<file path="src/rtl/mmu_pkg.sv">
package mmu_pkg;
   localparam int VA_W   = 32;
   localparam int OFF_W  = 12;
   localparam int IDX_W  = 10;
   localparam int PN_W   = VA_W - OFF_W;

   localparam logic [1:0] PTE_RESIDENT = 2'b01;
   localparam logic [1:0] PTE_SWAPPED  = 2'b10;

   localparam int PTE_USR_BIT = 2;
   localparam int PTE_WR_BIT  = 3;

   typedef enum logic [1:0] {
      FLT_NONE = 2'd0,
      FLT_PAGE = 2'd1,
      FLT_PROT = 2'd2
   } fault_e;

   typedef struct packed {
      logic [PN_W-1:0] ppn;
      logic            usr;
      logic            wrt;
   } map_t;
endpackage

</file>
<file path="src/rtl/mmu_tlb.sv">
module mmu_tlb
   import mmu_pkg::*;
#(
   parameter int ENTRIES = 8
) (
   input  logic            clk,
   input  logic            rst_n,
   input  logic            flush,
   input  logic [PN_W-1:0] lk_vpn,
   output logic            lk_hit,
   output map_t            lk_map,
   input  logic            fill_en,
   input  logic [PN_W-1:0] fill_vpn,
   input  map_t            fill_map
);
   localparam int PTR_W = (ENTRIES > 1) ? $clog2(ENTRIES) : 1;
   localparam logic [PTR_W-1:0] LAST = PTR_W'(ENTRIES - 1);

   if (ENTRIES < 2) begin : g_bad_entries
      $error("mmu_tlb: ENTRIES must be at least 2");
   end

   logic [ENTRIES-1:0] vld_q;
   logic [ENTRIES-1:0] match;
   logic [PN_W-1:0]    vpn_q [ENTRIES];
   map_t               map_q [ENTRIES];
   logic [PTR_W-1:0]   ptr_q;

   for (genvar g = 0; g < ENTRIES; g++) begin : g_cmp
      assign match[g] = vld_q[g] && (vpn_q[g] == lk_vpn);
   end

   always_comb begin
      lk_map = '0;
      for (int i = 0; i < ENTRIES; i++) begin
         if (match[i]) lk_map = lk_map | map_q[i];
      end
   end
   assign lk_hit = |match;

   always_ff @(posedge clk or negedge rst_n) begin
      if (!rst_n) begin
         vld_q <= '0;
         ptr_q <= '0;
      end else if (flush) begin
         vld_q <= '0;
      end else if (fill_en) begin
         for (int i = 0; i < ENTRIES; i++) begin
            if (ptr_q == PTR_W'(i)) vld_q[i] <= 1'b1;
         end
         ptr_q <= (ptr_q == LAST) ? '0 : ptr_q + 1'b1;
      end
   end

   always_ff @(posedge clk) begin
      if (fill_en) begin
         for (int i = 0; i < ENTRIES; i++) begin
            if (ptr_q == PTR_W'(i)) begin
               vpn_q[i] <= fill_vpn;
               map_q[i] <= fill_map;
            end
         end
      end
   end

   // refills never leave two valid copies of one page
   a_r9_single_match: assert property (@(posedge clk) disable iff (!rst_n)
      $onehot0(match));
   // after a flush nothing hits
   a_r8_flush_clears: assert property (@(posedge clk) disable iff (!rst_n)
      flush |=> !lk_hit);
endmodule

</file>
<file path="src/rtl/mmu_walk.sv">
module mmu_walk
   import mmu_pkg::*;
(
   input  logic            clk,
   input  logic            rst_n,
   input  logic            start,
   input  logic [PN_W-1:0] vpn,
   input  logic [PN_W-1:0] root_pg,
   output logic            mem_req,
   output logic [VA_W-1:0] mem_addr,
   input  logic            mem_rvalid,
   input  logic [VA_W-1:0] mem_rdata,
   output logic            done,
   output logic            fault,
   output map_t            leaf
);
   typedef enum logic [2:0] {W_IDLE, W_L1, W_L1W, W_L2, W_L2W} wst_e;

   wst_e            st_q;
   logic [PN_W-1:0] vpn_q;
   logic [PN_W-1:0] base_q;
   logic [IDX_W-1:0] idx;
   logic            unused_bits;

   assign unused_bits = ^mem_rdata[OFF_W-1:4];
   assign idx      = (st_q == W_L1) ? vpn_q[PN_W-1 -: IDX_W] : vpn_q[IDX_W-1:0];
   assign mem_req  = (st_q == W_L1) || (st_q == W_L2);
   assign mem_addr = {base_q, idx, 2'b00};

   always_ff @(posedge clk or negedge rst_n) begin
      if (!rst_n) begin
         st_q   <= W_IDLE;
         vpn_q  <= '0;
         base_q <= '0;
         done   <= 1'b0;
         fault  <= 1'b0;
         leaf   <= '0;
      end else begin
         done <= 1'b0;
         unique case (st_q)
            W_IDLE: if (start) begin
               vpn_q  <= vpn;
               base_q <= root_pg;
               st_q   <= W_L1;
            end
            W_L1: st_q <= W_L1W;
            W_L1W: if (mem_rvalid) begin
               if (mem_rdata[1:0] == PTE_RESIDENT) begin
                  base_q <= mem_rdata[VA_W-1:OFF_W];
                  st_q   <= W_L2;
               end else begin
                  done  <= 1'b1;
                  fault <= 1'b1;
                  st_q  <= W_IDLE;
               end
            end
            W_L2: st_q <= W_L2W;
            W_L2W: if (mem_rvalid) begin
               done      <= 1'b1;
               fault     <= (mem_rdata[1:0] != PTE_RESIDENT);
               leaf.ppn  <= mem_rdata[VA_W-1:OFF_W];
               leaf.usr  <= mem_rdata[PTE_USR_BIT];
               leaf.wrt  <= mem_rdata[PTE_WR_BIT];
               st_q      <= W_IDLE;
            end
            default: st_q <= W_IDLE;
         endcase
      end
   end

   // a read request is a single-cycle pulse, never back to back
   a_r10_one_outstanding: assert property (@(posedge clk) disable iff (!rst_n)
      mem_req |=> !mem_req);
   // a walk reports completion as a single pulse
   a_r5_done_pulse: assert property (@(posedge clk) disable iff (!rst_n)
      done |=> !done);
endmodule

</file>
<file path="src/rtl/mmu_xlate.sv">
module mmu_xlate
   import mmu_pkg::*;
#(
   parameter int ENTRIES = 8
) (
   input  logic        clk,
   input  logic        rst_n,
   input  logic        flush,
   input  logic [31:0] root_base,
   input  logic        req_valid,
   output logic        req_ready,
   input  logic [31:0] req_vaddr,
   input  logic        req_write,
   input  logic        req_user,
   output logic        rsp_valid,
   output logic [31:0] rsp_paddr,
   output logic [1:0]  rsp_fault,
   output logic        mem_req,
   output logic [31:0] mem_addr,
   input  logic        mem_rvalid,
   input  logic [31:0] mem_rdata
);
   typedef enum logic [1:0] {T_IDLE, T_LOOK, T_WALK, T_CHECK} tst_e;

   tst_e            st_q;
   logic [VA_W-1:0] va_q;
   logic            wr_q, usr_q;
   map_t            chk_q;
   logic            hit, walk_start, walk_done, walk_fault, fill;
   map_t            hit_map, walk_map;
   logic            deny;
   logic            unused_root;

   assign unused_root = ^root_base[OFF_W-1:0];
   assign req_ready   = (st_q == T_IDLE);
   assign walk_start  = (st_q == T_LOOK) && !hit;
   assign fill        = (st_q == T_WALK) && walk_done && !walk_fault;
   assign deny        = (usr_q && !chk_q.usr) || (wr_q && !chk_q.wrt);

   mmu_tlb #(.ENTRIES(ENTRIES)) u_tlb (
      .clk      (clk),
      .rst_n    (rst_n),
      .flush    (flush),
      .lk_vpn   (va_q[VA_W-1:OFF_W]),
      .lk_hit   (hit),
      .lk_map   (hit_map),
      .fill_en  (fill),
      .fill_vpn (va_q[VA_W-1:OFF_W]),
      .fill_map (walk_map)
   );

   mmu_walk u_walk (
      .clk        (clk),
      .rst_n      (rst_n),
      .start      (walk_start),
      .vpn        (va_q[VA_W-1:OFF_W]),
      .root_pg    (root_base[VA_W-1:OFF_W]),
      .mem_req    (mem_req),
      .mem_addr   (mem_addr),
      .mem_rvalid (mem_rvalid),
      .mem_rdata  (mem_rdata),
      .done       (walk_done),
      .fault      (walk_fault),
      .leaf       (walk_map)
   );

   always_ff @(posedge clk or negedge rst_n) begin
      if (!rst_n) begin
         st_q      <= T_IDLE;
         va_q      <= '0;
         wr_q      <= 1'b0;
         usr_q     <= 1'b0;
         chk_q     <= '0;
         rsp_valid <= 1'b0;
         rsp_paddr <= '0;
         rsp_fault <= FLT_NONE;
      end else begin
         rsp_valid <= 1'b0;
         unique case (st_q)
            T_IDLE: if (req_valid) begin
               va_q  <= req_vaddr;
               wr_q  <= req_write;
               usr_q <= req_user;
               st_q  <= T_LOOK;
            end
            T_LOOK: begin
               if (hit) begin
                  chk_q <= hit_map;
                  st_q  <= T_CHECK;
               end else begin
                  st_q <= T_WALK;
               end
            end
            T_WALK: if (walk_done) begin
               if (walk_fault) begin
                  rsp_valid <= 1'b1;
                  rsp_paddr <= '0;
                  rsp_fault <= FLT_PAGE;
                  st_q      <= T_IDLE;
               end else begin
                  st_q <= T_LOOK;
               end
            end
            T_CHECK: begin
               rsp_valid <= 1'b1;
               rsp_fault <= deny ? FLT_PROT : FLT_NONE;
               rsp_paddr <= deny ? '0 : {chk_q.ppn, va_q[OFF_W-1:0]};
               st_q      <= T_IDLE;
            end
            default: st_q <= T_IDLE;
         endcase
      end
   end

   // a response is one cycle wide and follows a busy cycle
   a_r7_rsp_pulse: assert property (@(posedge clk) disable iff (!rst_n)
      rsp_valid |=> !rsp_valid);
   a_r7_busy_before_rsp: assert property (@(posedge clk) disable iff (!rst_n)
      rsp_valid |-> $past(!req_ready));
   // a faulting response never carries an address
   a_r6_fault_no_addr: assert property (@(posedge clk) disable iff (!rst_n)
      (rsp_valid && rsp_fault != 2'd0) |-> rsp_paddr == 32'd0);
   // only the three defined codes leave the unit
   a_r2_code_range: assert property (@(posedge clk) disable iff (!rst_n)
      rsp_valid |-> rsp_fault != 2'd3);
   // no memory request while a response is being issued
   a_r10_idle_mem: assert property (@(posedge clk) disable iff (!rst_n)
      req_ready |-> !mem_req);
endmodule

</file>
<file path="config.mk">
export PLATFORM = sky130hd
export DESIGN_NAME = mmu_xlate
export DESIGN_NICKNAME = d
export VERILOG_FILES = /design/src/rtl/mmu_pkg.sv /design/src/rtl/mmu_tlb.sv /design/src/rtl/mmu_walk.sv /design/src/rtl/mmu_xlate.sv
export SDC_FILE = /design/constraint.sdc
export NUM_CORES = 1
export LEC_CHECK = 0
export BUFFER_PORTS_ARGS = -buffer_cell sky130_fd_sc_hd__buf_2
export CAP_MARGIN = 5
export CELL_PAD_IN_SITES_DETAIL_PLACEMENT = 0
export CELL_PAD_IN_SITES_GLOBAL_PLACEMENT = 1
export CORE_MARGIN = 2
export CORE_UTILIZATION = 50
export DETAILED_ROUTE_END_ITERATION = 8
export PLACE_DENSITY_LB_ADDON = 0.1
export SETUP_SLACK_MARGIN = 0.02
export SYNTH_ARGS = -nofsm -noshare
export SYNTH_HDL_FRONTEND = slang
export SYNTH_SLANG_ARGS = --single-unit
</file>
<file path="constraint.sdc">
create_clock -name clk -period 3.8 [get_ports clk]
set_clock_uncertainty 0.15 [all_clocks]
set_input_delay 0.57 -clock clk [delete_from_list [all_inputs] [get_ports clk]]
set_output_delay 0.57 -clock clk [all_outputs]
set_load 0.02 [all_outputs]
</file>
Yosys cells after proc, flatten, opt, wreduce, memory -nomap -nowiden

Memories as Yosys holds them, arrays and structs flattened.
Index checks and enable logic that the tools add are counted.

Register bits after elaboration: 171
Memory bits (writable): 336
Input port bits: 103
Output and inout port bits: 69
Logic and storage cells: 256
Memories kept: 2

Add/subtract/negate cells: 1
Equality and inequality tests: 32
Mux-type cells: 119
Bitwise gates (word level): 8
Reductions and logical operators: 67

Memory list:

| memory      | words | bits a word | rd ports | clocked after memory_dff | wr ports | line          | text |
|---|---|---|---|---|---|---|---|
| u_tlb.map_q | 8     | 22          | 8        | 0                        | 1        | mmu_tlb.sv:26 | `map_t map_q [ENTRIES];` |
| u_tlb.vpn_q | 8     | 20          | 8        | 0                        | 1        | mmu_tlb.sv:25 | `logic [PN_W-1:0] vpn_q [ENTRIES];` |

Operator list:

| kind                                                                    | count |
|---|---|
| 22-bit 2-to-1 mux                                                       | 15 |
| 20-bit 2-to-1 mux                                                       | 10 |
| 20-bit equality test                                                    | 8 |
| 22-bit bitwise OR                                                       | 7 |
| 22-bit OR reduction                                                     | 7 |
| 20-bit OR reduction                                                     | 7 |
| 32-bit 2-to-1 mux                                                       | 3 |
| 32-bit one-hot mux with 2 select lines                                  | 1 |
| 1-bit 2-to-1 mux                                                        | 56 |
| 3-bit 2-to-1 mux                                                        | 18 |
| 20-bit one-hot mux with 2 select lines                                  | 1 |
| 2-bit AND reduction                                                     | 14 |
| 2-bit nonzero test                                                      | 12 |
| 8-bit 2-to-1 mux                                                        | 2 |
| 3-bit equality test, second input constant                              | 5 |
| 3-bit one-hot mux with 5 select lines                                   | 1 |
| 1-bit logical AND                                                       | 13 |
| 3-bit by 2-bit equality test with 1-bit output, second input constant   | 4 |
| 2-bit 2-to-1 mux                                                        | 6 |
| 10-bit 2-to-1 mux                                                       | 1 |
| 2-bit by 1-bit inequality test with 1-bit output, second input constant | 5 |
| 2-bit inequality test, second input constant                            | 4 |
| 2-bit one-hot mux with 4 select lines                                   | 1 |
| 4-bit AND reduction                                                     | 2 |
| 13 further kinds                                                        | 24 |

Logic depth before layout (Yosys ltp)

Gate-level depths: netlist (run 1).
An unclocked memory read counts as a cell.

Word-level depth: 18
Gate-level depth with buffers: 11
Depth with buffers taken out: 7

By module

A second synthesis (run 1) with hierarchy kept.

Cells, all modules: 1369
Area, all modules: 21041.4 sq um

Modules (own cells, without submodules):

| module    | instances | cells each | area an instance (sq um) | sequential area each (sq um) |
|---|---|---|---|---|
| mmu_tlb   | 1         | 888        | 14341.3                  | 10364.9 |
| mmu_xlate | 1         | 215        | 3631.0                   | 2327.2 |
| mmu_walk  | 1         | 266        | 3069.2                   | 1676.6 |

Least setup slack after synthesis (run 1)

Ideal clock, no wire load.

Kind: reg-to-reg
From: register st_q[0]
To: memory u_tlb.map_q[1][22] (netlist bit) (enable)
Setup time: 0.405 ns
Data arrival time: 2.342 ns
Required time: 3.245 ns
Setup slack: 0.903 ns
Cell stages (with the launch flop): 5
Clock period less this slack: 2.897 ns
Path through: dfrtp_1 > clkbuf_1 > nand2b_1 > nor3b_1 > and3_1

Longest elaborated chain between the ends: 13
Elaborated cells between the ends (all ways): 40

Ends and longest elaborated chain:

| what                                                                                      | line            | text |
|---|---|---|
| from (decl)                                                                               | mmu_xlate.sv:25 | `tst_e st_q;` |
| from (signal assigned)                                                                    | mmu_xlate.sv:69 | `st_q <= T_IDLE;` |
| from (signal assigned)                                                                    | mmu_xlate.sv:84 | `st_q <= T_LOOK;` |
| from (signal assigned)                                                                    | mmu_xlate.sv:89 | `st_q <= T_CHECK;` |
| 2-bit equality test *                                                                     | mmu_xlate.sv:37 | `assign fill = (st_q == T_WALK) && walk_done && !walk_fault;` |
| 1-bit logical AND * (2 in a row)                                                          | mmu_xlate.sv:37 |  |
| 1-bit 2-to-1 mux                                                                          | mmu_tlb.sv:56   | `if (fill_en) begin` |
| 1-bit 2-to-1 mux (implied by the code)                                                    | mmu_tlb.sv:60   | `map_q[i] <= fill_map;` |
| 22-bit OR reduction (no source line)                                                      | -               |  |
| 3-bit 2-to-1 mux (no source line) / 1-bit 2-to-1 mux (equally long branches) (7 in a row) | -               |  |
| to (decl)                                                                                 | mmu_tlb.sv:26   |  |

Every way passes the cells marked *; elsewhere a longest branch is shown, timed or not.

Worst setup path in the final report (run 1)

From: register va_q[21]
To: register chk_q[18] (netlist bit)

Longest elaborated chain between the ends: 17
Elaborated cells between the ends (all ways): 33

Ends and longest elaborated chain:

| what                   | line            | text |
|---|---|---|
| from (decl)            | mmu_xlate.sv:26 | `logic [VA_W-1:0] va_q;` |
| from (signal assigned) | mmu_xlate.sv:81 | `va_q <= req_vaddr;` |
| 20-bit equality test   | mmu_tlb.sv:30   | `assign match[g] = vld_q[g] && (vpn_q[g] == lk_vpn);` |
| 1-bit logical AND      | mmu_tlb.sv:30   |  |
| 22-bit 2-to-1 mux      | mmu_tlb.sv:36   | `if (match[i]) lk_map = lk_map \| map_q[i];` |
| 22-bit bitwise OR      | mmu_tlb.sv:36   |  |
| 22-bit 2-to-1 mux      | mmu_tlb.sv:36   |  |
| 22-bit bitwise OR      | mmu_tlb.sv:36   |  |
| 22-bit 2-to-1 mux      | mmu_tlb.sv:36   |  |
| 22-bit bitwise OR      | mmu_tlb.sv:36   |  |
| 22-bit 2-to-1 mux      | mmu_tlb.sv:36   |  |
| 22-bit bitwise OR      | mmu_tlb.sv:36   |  |
| 22-bit 2-to-1 mux      | mmu_tlb.sv:36   |  |
| 22-bit bitwise OR      | mmu_tlb.sv:36   |  |
| 22-bit 2-to-1 mux      | mmu_tlb.sv:36   |  |
| 22-bit bitwise OR      | mmu_tlb.sv:36   |  |
| 22-bit 2-to-1 mux      | mmu_tlb.sv:36   |  |
| 22-bit bitwise OR      | mmu_tlb.sv:36   |  |
| 22-bit 2-to-1 mux      | mmu_tlb.sv:36   |  |
| to (signal assigned)   | mmu_xlate.sv:88 | `chk_q <= hit_map;` |
| to (decl)              | mmu_xlate.sv:28 | `map_t chk_q;` |

Several ways; a longest one is shown, not always the timed one.
A chain may end at the register's enable or synchronous reset.

==> impl_results.md, run 1 <==
* Synthesis Warnings at 0
* Outcome: complete, no violations
* Total congestion overflow after global routing at 0
* Number of H-tree levels at 2
* Final wirelength at 51100 um
* Mean Syn Cell Area at 14.9 sq um
* Overall routing resource usage at a little under a quarter
* Vias after detailed routing at 12793
* Drt via density at between 5 and 6
* Number of instances in the synthesized netlist at 1435
* DRC marker count from the first detailed-route iteration at 1136
* Number of synthesized register bits at between 500 and 600
* Endpoints failing setup at 0
* DP HPWL at 32800 um
* Ratio of cells with drive above 1 in the final layout at roughly 27%
* Register area share after synthesis at 67.0%
* Layout area overhead at 15.9%
* Max Fclk at 287 MHz
* Worst-case headroom to the max-slew limit at 35.7%
* Number of antenna violations at the first check in global routing at 0
* Number of sinks handled by clock tree synthesis at 507
* Clock group share of total power at 29.6%
* Number of global-route vias before repair at 12780
* Vertical die dimension at around 210 um
* Clock Tree Buf Depth at 3
* Clk_lat worst skew at slightly below 0.6 ns
* CTS Root Cell: clkbuf_16
* Number of distinct library cell variants in the gate-level netlist after synthesis at 56
* Critical Path AT at 3.79 ns
* Share of synthesized registers carrying an async set or reset at between 30% and 40%
* Highest net fanout along the worst path at 13
* Commonest register cell after synthesis: edfxtp_1
* Number of synthesized flops with an enable pin at 336
* Netlist area before placement at approximately 21000 sq um
* Starting density of the core at 50.9%
* Max Cap Viol at 0
* Required time reported for the critical path endpoint at roughly 4.1 ns
* Detailed-router iteration count before antenna repair at 5
* Max rail drop VDD at around 0.53 mV
* Core ar. at between 40000 and 50000 sq um
* Final antenna diode count at 0
* P_int at roughly 12 mW
* Core Rows at 75
* Pin count of the biggest net entering global routing at 81
* Portion of the clock cycle consumed by the worst path in the final layout at 91.5%
* RSZ-0062 raised after global routing: false
* Drt drc at 0
* Switching power summed over all nets at 5.63 mW
* Total power divided by cell area at 722 nW/um^2
* Number of buffers inserted during clock tree synthesis at 52
* Count of port buffers added during placement at 149
* Minimum period implied by the final worst setup slack at 3.48 ns
* Switching part of the total power at 31.4%
* Die X at 211 um
* First-pass GRT wire length at 77700 um
* Number of nets at the end of the flow at 1738
* Weighted congestion reported at the end of routability-driven placement at 0.768
* Antenna violation net count after detailed routing at 0
* WS Path Type: flip-flop to flip-flop
* P_leak at approximately 9.4 nW
* Floorplan die area at 44600 sq um
* Logic pwr share at between 20% and 30%
* Worst setup SP type: flip-flop
* Critical path capture point type: flip-flop
* Register share of total power at 44.4%
* CTS tree: yes
* Number of hold-slack violations in the final timing report at 0
* Filler cells at 3329
* Setup TNS at 0 ns
* Slew at the pin closest to its max-slew limit at 0.964 ns
* Number of cells in the finished layout apart from fillers at 2210
* I/O Pins at 172
* Per-cell routed wire length at roughly 23 um
* Slew Viols, Final at 0
* CTS clk-pin slew, worst paths at 0.06 ns
* Number of placed instances with taps included at 2113
* Hold WC Path Type: input pin to flip-flop
per-stage QoR:
| stage | power, mW | setup slack [ns] | utilization [%] | cell area, sq um | hold WS [ns] |
|---|---|---|---|---|---|
| after detailed placement | 12.7 | 0.404 | 54.7 | 23100 | 0.325 |
| after global placement | 12.6 | 0.480 | 54.7 | 23100 | 0.318 |
| after CTS | 18.1 | 0.362 | 59.0 | 24900 | 0.0357 |
| after floorplan | 11.0 | 0.903 | - | 21400 | 0.124 |
| after global routing | 18.8 | 0.179 | 59.0 | 24900 | 0.0449 |
| final | 17.9 | 0.321 | 59.0 | 24900 | 0.0672 |
logic make-up (layout without fill, tap and decap cells):
| kind of cell | after synthesis | in the layout | share of synthesized area [%] |
|---|---|---|---|
| AOI/OAI and AO/OA | 156 | 156 | 5.44 |
| xor gates and xnor gates | 160 | 160 | 6.64 |
| adders and majority gates | 6 | 6 | 0.350 |
| buffers and inverters | 99 | 334 | 2.92 |
| DFF | 507 | 507 | 67.0 |
| muxes | 127 | 127 | 6.87 |
| other | 1 | 2 | 0.0175 |
| and+or+nand+nor | 379 | 379 | 10.8 |
flip-flops by register name, indices dropped and copies added (netlist names):
signal,cells
u_walk.base_q,20
u_walk.fault,1
rsp_fault,2
u_tlb.vld_q,8
st_q,2
u_tlb.vpn_q,160
rsp_valid,1
usr_q,1
u_walk.done,1
va_q,32
u_walk.vpn_q,20
u_walk.st_q,3
u_walk.leaf,22
u_tlb.map_q,176
chk_q,22
u_tlb.ptr_q,3
rsp_paddr,32
wr_q,1
worst paths after layout:
path / slack [ns] / cells past startpoint / start / endpoint
worst max register to register: 0.32 / 8 / va_q[21]$_DFFE_PN0P_ / chk_q[18]$_DFFE_PN0P_
worst min-delay path: 0.07 / 3 / req_user / usr_q$_DFFE_PN0P_
min in group asynchronous: 0.43 / 2 / rst_n / rsp_paddr[9]$_DFFE_PN0P_
worst min register to register: 0.34 / 1 / va_q[3]$_DFFE_PN0P_ / rsp_paddr[3]$_DFFE_PN0P_
worst max-delay path: 0.32 / 8 / va_q[21]$_DFFE_PN0P_ / chk_q[18]$_DFFE_PN0P_
max in group asynchronous: 2.23 / 3 / rst_n / chk_q[18]$_DFFE_PN0P_
layout by cell type (no fill, tap or decap), types with 9 or more instances in the layout:
cell and instances:
edfxtp_1 336, dfrtp_1 171, buf_2 148, xnor2_1 130, nand3_1 96, mux2_2 86, buf_4 71, nand4_1 65
clkbuf_16 54, nand2_1 44, a22oi_1 35, a22o_1 34, and3_1 33, xor2_1 27, mux2i_1 22, a21oi_1 22
nor2_1 21, or4_1 21, o211ai_1 20, o31ai_1 19, mux2_4 19, clkbuf_1 12, nor4_1 11, buf_12 10
or2_2 9, a2111oi_0 9, nand4b_1 9, nor3b_1 9, clkbuf_8 9
final cells by class:
class / count / area (sq um) / area share [%]
clock inverters: 22 / 288 / 1.16
inverters: 7 / 26.3 / 0.106
well taps: 539 / 674 / 2.71
clock buffers: 74 / 1510 / 6.06
multi-input cells: 830 / 6500 / 26.1
flip-flops and latches: 507 / 14400 / 57.8
repair buffers: 231 / 1500 / 6.02
cells in the mapped netlist (27+ instances only):
| cell | instances | area [sq um] |
|---|---|---|
| dfrtp_1 | 171 | 4280 |
| a22oi_1 | 35 | 263 |
| edfxtp_1 | 336 | 10100 |
| a22o_1 | 34 | 298 |
| and3_1 | 39 | 244 |
| mux2_2 | 86 | 968 |
| nand3_1 | 96 | 480 |
| nand4_1 | 65 | 407 |
| nand2_1 | 44 | 165 |
| xnor2_1 | 130 | 1140 |
| xor2_1 | 27 | 236 |
| clkbuf_1 | 38 | 143 |
timing repair:
action                     4_1_cts  5_1_grt
hold buffers                     1        0
setup endpoints to repair        0        0
resized for setup                0        0
buffers inserted                 0        0
hold endpoints to repair        77        0
power by group through the flow:
stage	Combinational [mW]	Clock, mW	Sequential [mW]
2_1_floorplan	3.15	0	7.90
3_3_place_gp	4.60	0	8.00
3_5_place_dp	4.68	0	8.05
4_1_cts	4.70	5.43	7.95
5_1_grt	5.09	5.63	8.08
6_report	4.66	5.32	7.97
critical path, cell delays in order (launching register included):
cell and delay, ns:
dfrtp_1 0.88, buf_4 0.29, xnor2_1 0.14, and3_1 0.38
buf_4 0.25, and3_1 0.18, a2111oi_0 0.49, nand3_1 0.26
mux2_4 0.32
layer usage:
metal	GRT usage, %	share of wire (%)
met2	34.4	44
met5	0	0
met1	35.6	48
met3	4.31	6.3
met4	6.07	2.3
(Power assumes the default switching activity.)
==> run 2, diff against run 1 <==
HOLD_SLACK_MARGIN = 0.15   (was unset)
clock period = 3.25 ns   (was 3.8 ns; I/O delays follow)
==> run 2 against run 1 <==
Clock power is 8.3% higher. Combinational power is 22% higher. Design area is 2.9% higher. Critical endpoint is now chk_q[11]$_DFFE_PN0P_.
==> impl_results.md, run 2 (synthesis gave the netlist of run 1 again) <==
* Outcome: complete, no violations
* WS Path Type: flip-flop to flip-flop
* Per-cell routed wire length at approximately 23 um
* CTS clk-pin slew, worst paths at ~0.060 ns
* Detailed-router iteration count before antenna repair at 5
* Core Rows at 75
* Clock group share of total power at 27.8%
* Max Cap Viol at 0
* Max Fclk at 330 MHz
* Largest registers ranked by flip-flop count: u_tlb.map_q: 176 flops, u_tlb.vpn_q: 160 flops
* Highest net fanout along the worst path at 9
* Minimum period implied by the final worst setup slack at 3.03 ns
* Logic pwr share at 27.3%
* Register with the most flip-flops: u_tlb.map_q
* Critical path capture point type: flip-flop
* Number of placed instances with taps included at 2129
* DRC marker count from the first detailed-route iteration at 1251
* Slew Viols, Final at 0
* Antenna violation net count after detailed routing at 0
* Slew at the pin closest to its max-slew limit at 0.819 ns
* Starting density of the core at between 50% and 60%
* Layout area overhead at 19.3%
* Hold WC Path Type: input pin to flip-flop
* Number of nets at the end of the flow at 1812
* Ratio of cells with drive above 1 in the final layout at 26.9%
* Number of H-tree levels at 2
* Post-placement setup slack at roughly 0.071 ns
* CTS tree: yes
* Vias after detailed routing at 13071
* Portion of the clock cycle consumed by the worst path in the final layout at 93.3%
* Core ar. at between 40000 and 50000 sq um
* Drt via density at 5.72
* Critical Path AT at roughly 3.4 ns
* Floorplan die area at roughly 45000 sq um
* Max rail drop VDD at 0.633 mV
* Clk_lat worst skew at 0.59 ns
* Total congestion overflow after global routing at 0
* Largest register FFs at 176
* Post-layout total power at around 21 mW
* Total power divided by cell area at 811 nW/um^2
* Setup TNS at 0 ns
* Vertical die dimension at 211 um
* Number of global-route vias before repair at about 13000
* I/O Pins at 172
* Worst-case hold slack at 0.201 ns
* Post-route setup slack at 0.216 ns
* Filler cells at 3241
* Met3 layer usage reported by global route at 3.84%
* Most common cell after layout, fill and taps aside: edfxtp_1
* Weighted congestion reported at the end of routability-driven placement at 0.818
* P_leak at ~9.7 nW
* RSZ-0062 raised after global routing: false
* Pin count of the biggest net entering global routing at 56
* Final antenna diode count at 0
* CTS Root Cell: clkbuf_16
* Register share of total power at between 40% and 50%
* Post-CTS setup repair buffer count at 0
* Worst-case headroom to the max-slew limit at between 40% and 50%
* Required time reported for the critical path endpoint at 3.58 ns
* Number of sinks handled by clock tree synthesis at 507
* P_int at 14.2 mW
* DP HPWL at 33100 um
* Number of hold-slack violations in the final timing report at 0
* Count of port buffers added during placement at roughly 150
* Most frequent cells in the layout: edfxtp_1, dfrtp_1, buf_2
* Global-route track usage on met1 at 36.5%
* Switching part of the total power at a little under a third
* Number of cells in the finished layout apart from fillers at 2284
* Design area at 25600 sq um
* Drt drc at 0
* Final wirelength at approximately 52000 um
* Grt met2 use at 35.3%
* Overall routing resource usage at 23.7%
* Endpoints failing setup at 0
* Clock Tree Buf Depth at 3
* Global routing's busiest layer: met1
* Switching power summed over all nets at between 6 and 7 mW
* Number of antenna violations at the first check in global routing at 0
* Final core utilization at roughly three fifths
* First-pass GRT wire length at about 80000 um
* Die X at roughly 210 um
* Placement Cell Area at around 23000 sq um
* Number of buffers inserted during clock tree synthesis at 52
* Worst setup SP type: flip-flop
## run 2: timing repair
item	in CTS	in global routing
endpoints found under the setup margin	0	40
resized for setup	0	8
hold buffers	59	0
endpoints found under the hold margin	121	0
## run 2: path summary, 6_finish.rpt
check                                       from                      endpoint  slack, ns  cells after the start
setup / recovery            va_q[21]$_DFFE_PN0P_         chk_q[11]$_DFFE_PN0P_       0.22                      8
hold / removal                     root_base[14]  u_walk.base_q[2]$_DFFE_PN0P_       0.20                      4
setup reg to reg            va_q[21]$_DFFE_PN0P_         chk_q[11]$_DFFE_PN0P_       0.22                      8
hold reg to reg            chk_q[21]$_DFFE_PN0P_     rsp_paddr[31]$_DFFE_PN0P_       0.34                      1
max in group asynchronous                  rst_n          va_q[21]$_DFFE_PN0P_       1.83                      3
min in group asynchronous                  rst_n          va_q[19]$_DFFE_PN0P_       0.30                      2
## run 2: worst max-delay path: stages, from the launching register on
cell       delay, ns
dfrtp_2         0.53
buf_12          0.20
xnor2_1         0.17
and3_1          0.36
buf_4           0.24
and3_1          0.17
a2111oi_0       0.41
nand3_1         0.32
mux2_4          0.34
## run 2: layer usage
layer	up-vias	wire length, um
li1	6015	-
met1	6580	24900
met2	424	22800
met3	52	3340
met4	0	753
met5	-	0
## run 2: power by group through the flow
stage                     Sequential (mW)  Clock [mW]  Combinational (mW)
after floorplan                      9.24           0                3.68
after global placement               9.36           0                5.54
after detailed placement             9.42           0                5.65
after CTS                            9.30        5.88                5.73
after global routing                 9.46        6.14                6.18
final                                9.33        5.76                5.67
## run 2: layout make-up
class	instances	area, sq um	area share (%)
multi-input combinational	830	6500	25.4
timing repair buffer	305	2360	9.23
inverter	7	26.3	0.103
clock inverter	10	86.3	0.337
clock buffer	86	1560	6.11
sequential	507	14400	56.2
tap	539	674	2.64
==> run 3, diff against run 2 <==
MAX_ROUTING_LAYER = met4   (was unset)
==> run 3 against run 2 <==
Hold slack better by 0.0026 ns. First-iteration DRC count is 7.8% lower. Sequential share of layout area stayed put. Via count is 0.81% higher. Highest routed layer unchanged.
==> impl_results.md, run 3 (synthesis gave the netlist of run 1 again) <==
* Outcome: complete, no violations
* Number of hold-slack violations in the final timing report at 0
* Number of H-tree levels at 2
* Vertical die dimension at 211 um
* Setup TNS at 0 ns
* Clk_lat worst skew at 0.59 ns
* Most frequent cells in the layout: edfxtp_1, dfrtp_1, buf_2
* RSZ-0062 raised after global routing: false
* Required time reported for the critical path endpoint at 3.58 ns
* Register with the most flip-flops: u_tlb.map_q
* Largest registers ranked by flip-flop count: u_tlb.map_q: 176 flops, u_tlb.vpn_q: 160 flops
* Worst-case headroom to the max-slew limit at 43.0%
* Total power divided by cell area at ~800 nW/um^2
* Number of sinks handled by clock tree synthesis at 507
* Placement Cell Area at 23300 sq um
* Minimum period implied by the final worst setup slack at 3.00 ns
* Per-cell routed wire length at 22.7 um
* Hold WC Path Type: input pin to flip-flop
* Critical path capture point type: flip-flop
* Slew at the pin closest to its max-slew limit at roughly 0.86 ns
* DP HPWL at 33100 um
* DRC marker count from the first detailed-route iteration at 1153
* Vias after detailed routing at 13177
* Portion of the clock cycle consumed by the worst path in the final layout at a little over 90%
* Worst setup SP type: flip-flop
* Final core utilization at 60.7%
* CTS tree: yes
* Antenna violation net count after detailed routing at 0
* Max Fclk at 333 MHz
* Number of global-route vias before repair at around 13000
* Global routing's busiest layer: met1
* Drt drc at 0
* Number of placed instances with taps included at about 2100
* Number of buffers inserted during clock tree synthesis at 52
* Max rail drop VDD at around 0.64 mV
* Weighted congestion reported at the end of routability-driven placement at about 0.83
* Overall routing resource usage at between 20% and 30%
* Clock Tree Buf Depth at 3
* Final wirelength at 51800 um
* Number of cells in the finished layout apart from fillers at 2284
* Highest net fanout along the worst path at 21
* Most common cell after layout, fill and taps aside: edfxtp_1
* CTS Root Cell: clkbuf_16
* Detailed-router iteration count before antenna repair at 6
* Endpoints failing setup at 0
* Global-route track usage on met1 at a little over a third
* P_leak at slightly below 10 nW
* Pin count of the biggest net entering global routing at 56
* Post-CTS setup repair buffer count at 0
* Starting density of the core at 50.9%
* WS Path Type: flip-flop to flip-flop
* Drt via density at 5.77
* Core Rows at 75
* Layout area overhead at 19.3%
* CTS clk-pin slew, worst paths at approximately 0.06 ns
* Floorplan die area at 44600 sq um
* Core ar. at 42100 sq um
* Design area at 25600 sq um
* Post-layout total power at ~21 mW
* Slew Viols, Final at 0
* Total congestion overflow after global routing at 0
* Max Cap Viol at 0
* Met3 layer usage reported by global route at ~3.4%
* Critical Path AT at 3.33 ns
* Final antenna diode count at 0
* Number of nets at the end of the flow at ~1800
* Largest register FFs at roughly 180
* Number of antenna violations at the first check in global routing at 0
* Grt met2 use at 35.4%
* First-pass GRT wire length at 79500 um
* Count of port buffers added during placement at between 100 and 150
* I/O Pins at 172
* Die X at 211 um
* Ratio of cells with drive above 1 in the final layout at 26.9%
[run 3: metrics by stage]
stage               setup slack [ns]  hold slack, ns
floorplan                      0.353          0.0419
global placement              0.0470           0.317
detailed placement            0.0710           0.329
CTS                           0.0511           0.182
global route                  0.0735           0.239
finish                         0.248           0.204
[run 3: where the power goes]
group,switching (mW),internal [mW],total [mW],leakage (nW)
sequential,1.07,8.26,9.33,5.23
clock,2.41,3.35,5.76,0.800
combinational,3.08,2.58,5.67,3.69
total,6.56,14.2,20.8,9.72
[run 3: worst max-delay path: stages (launching register included)]
cell     delay (ns)
dfrtp_1        0.48
buf_12         0.20
xnor2_1        0.25
nand3_1        0.11
nor4_1         0.38
nand4_1        0.22
nand4_1        0.33
or3_1          0.21
buf_12         0.18
mux2_2         0.35
[run 3: layer usage]
layer,part of all wire (%),vias to the layer above,wire [um]
li1,-,6017,-
met1,48,6668,25100
met2,44,435,22900
met3,6.0,57,3090
met4,1.5,0,800
met5,0,-,0
[run 3: path summary, 6_finish.rpt]
kind                                             from                            to  slack (ns)  cells past startpoint
min in group asynchronous                       rst_n          va_q[19]$_DFFE_PN0P_        0.30                      2
worst max register to register   va_q[24]$_DFFE_PN0P_   u_walk.vpn_q[8]$_DFFE_PN0P_        0.25                      9
max in group asynchronous                       rst_n          va_q[21]$_DFFE_PN0P_        1.83                      3
worst min register to register  chk_q[21]$_DFFE_PN0P_     rsp_paddr[31]$_DFFE_PN0P_        0.34                      1
worst max-delay path             va_q[24]$_DFFE_PN0P_   u_walk.vpn_q[8]$_DFFE_PN0P_        0.25                      9
worst min-delay path                    root_base[14]  u_walk.base_q[2]$_DFFE_PN0P_        0.20                      4
[run 3: area by class of cell]
type                    count  area [sq um]
clock buffers              86          1560
inverters                   7          26.3
fillers                  3241         16500
clock inverters            10          86.3
multi-input cells         830          6500
repair buffers            305          2360
flip-flops and latches    507         14400
well taps                 539           674
[run 3: what timing repair did]
action,CTS,global route
resized for setup,0,8
hold endpoints to repair,121,0
hold buffers,59,0
endpoints found under the setup margin,0,39
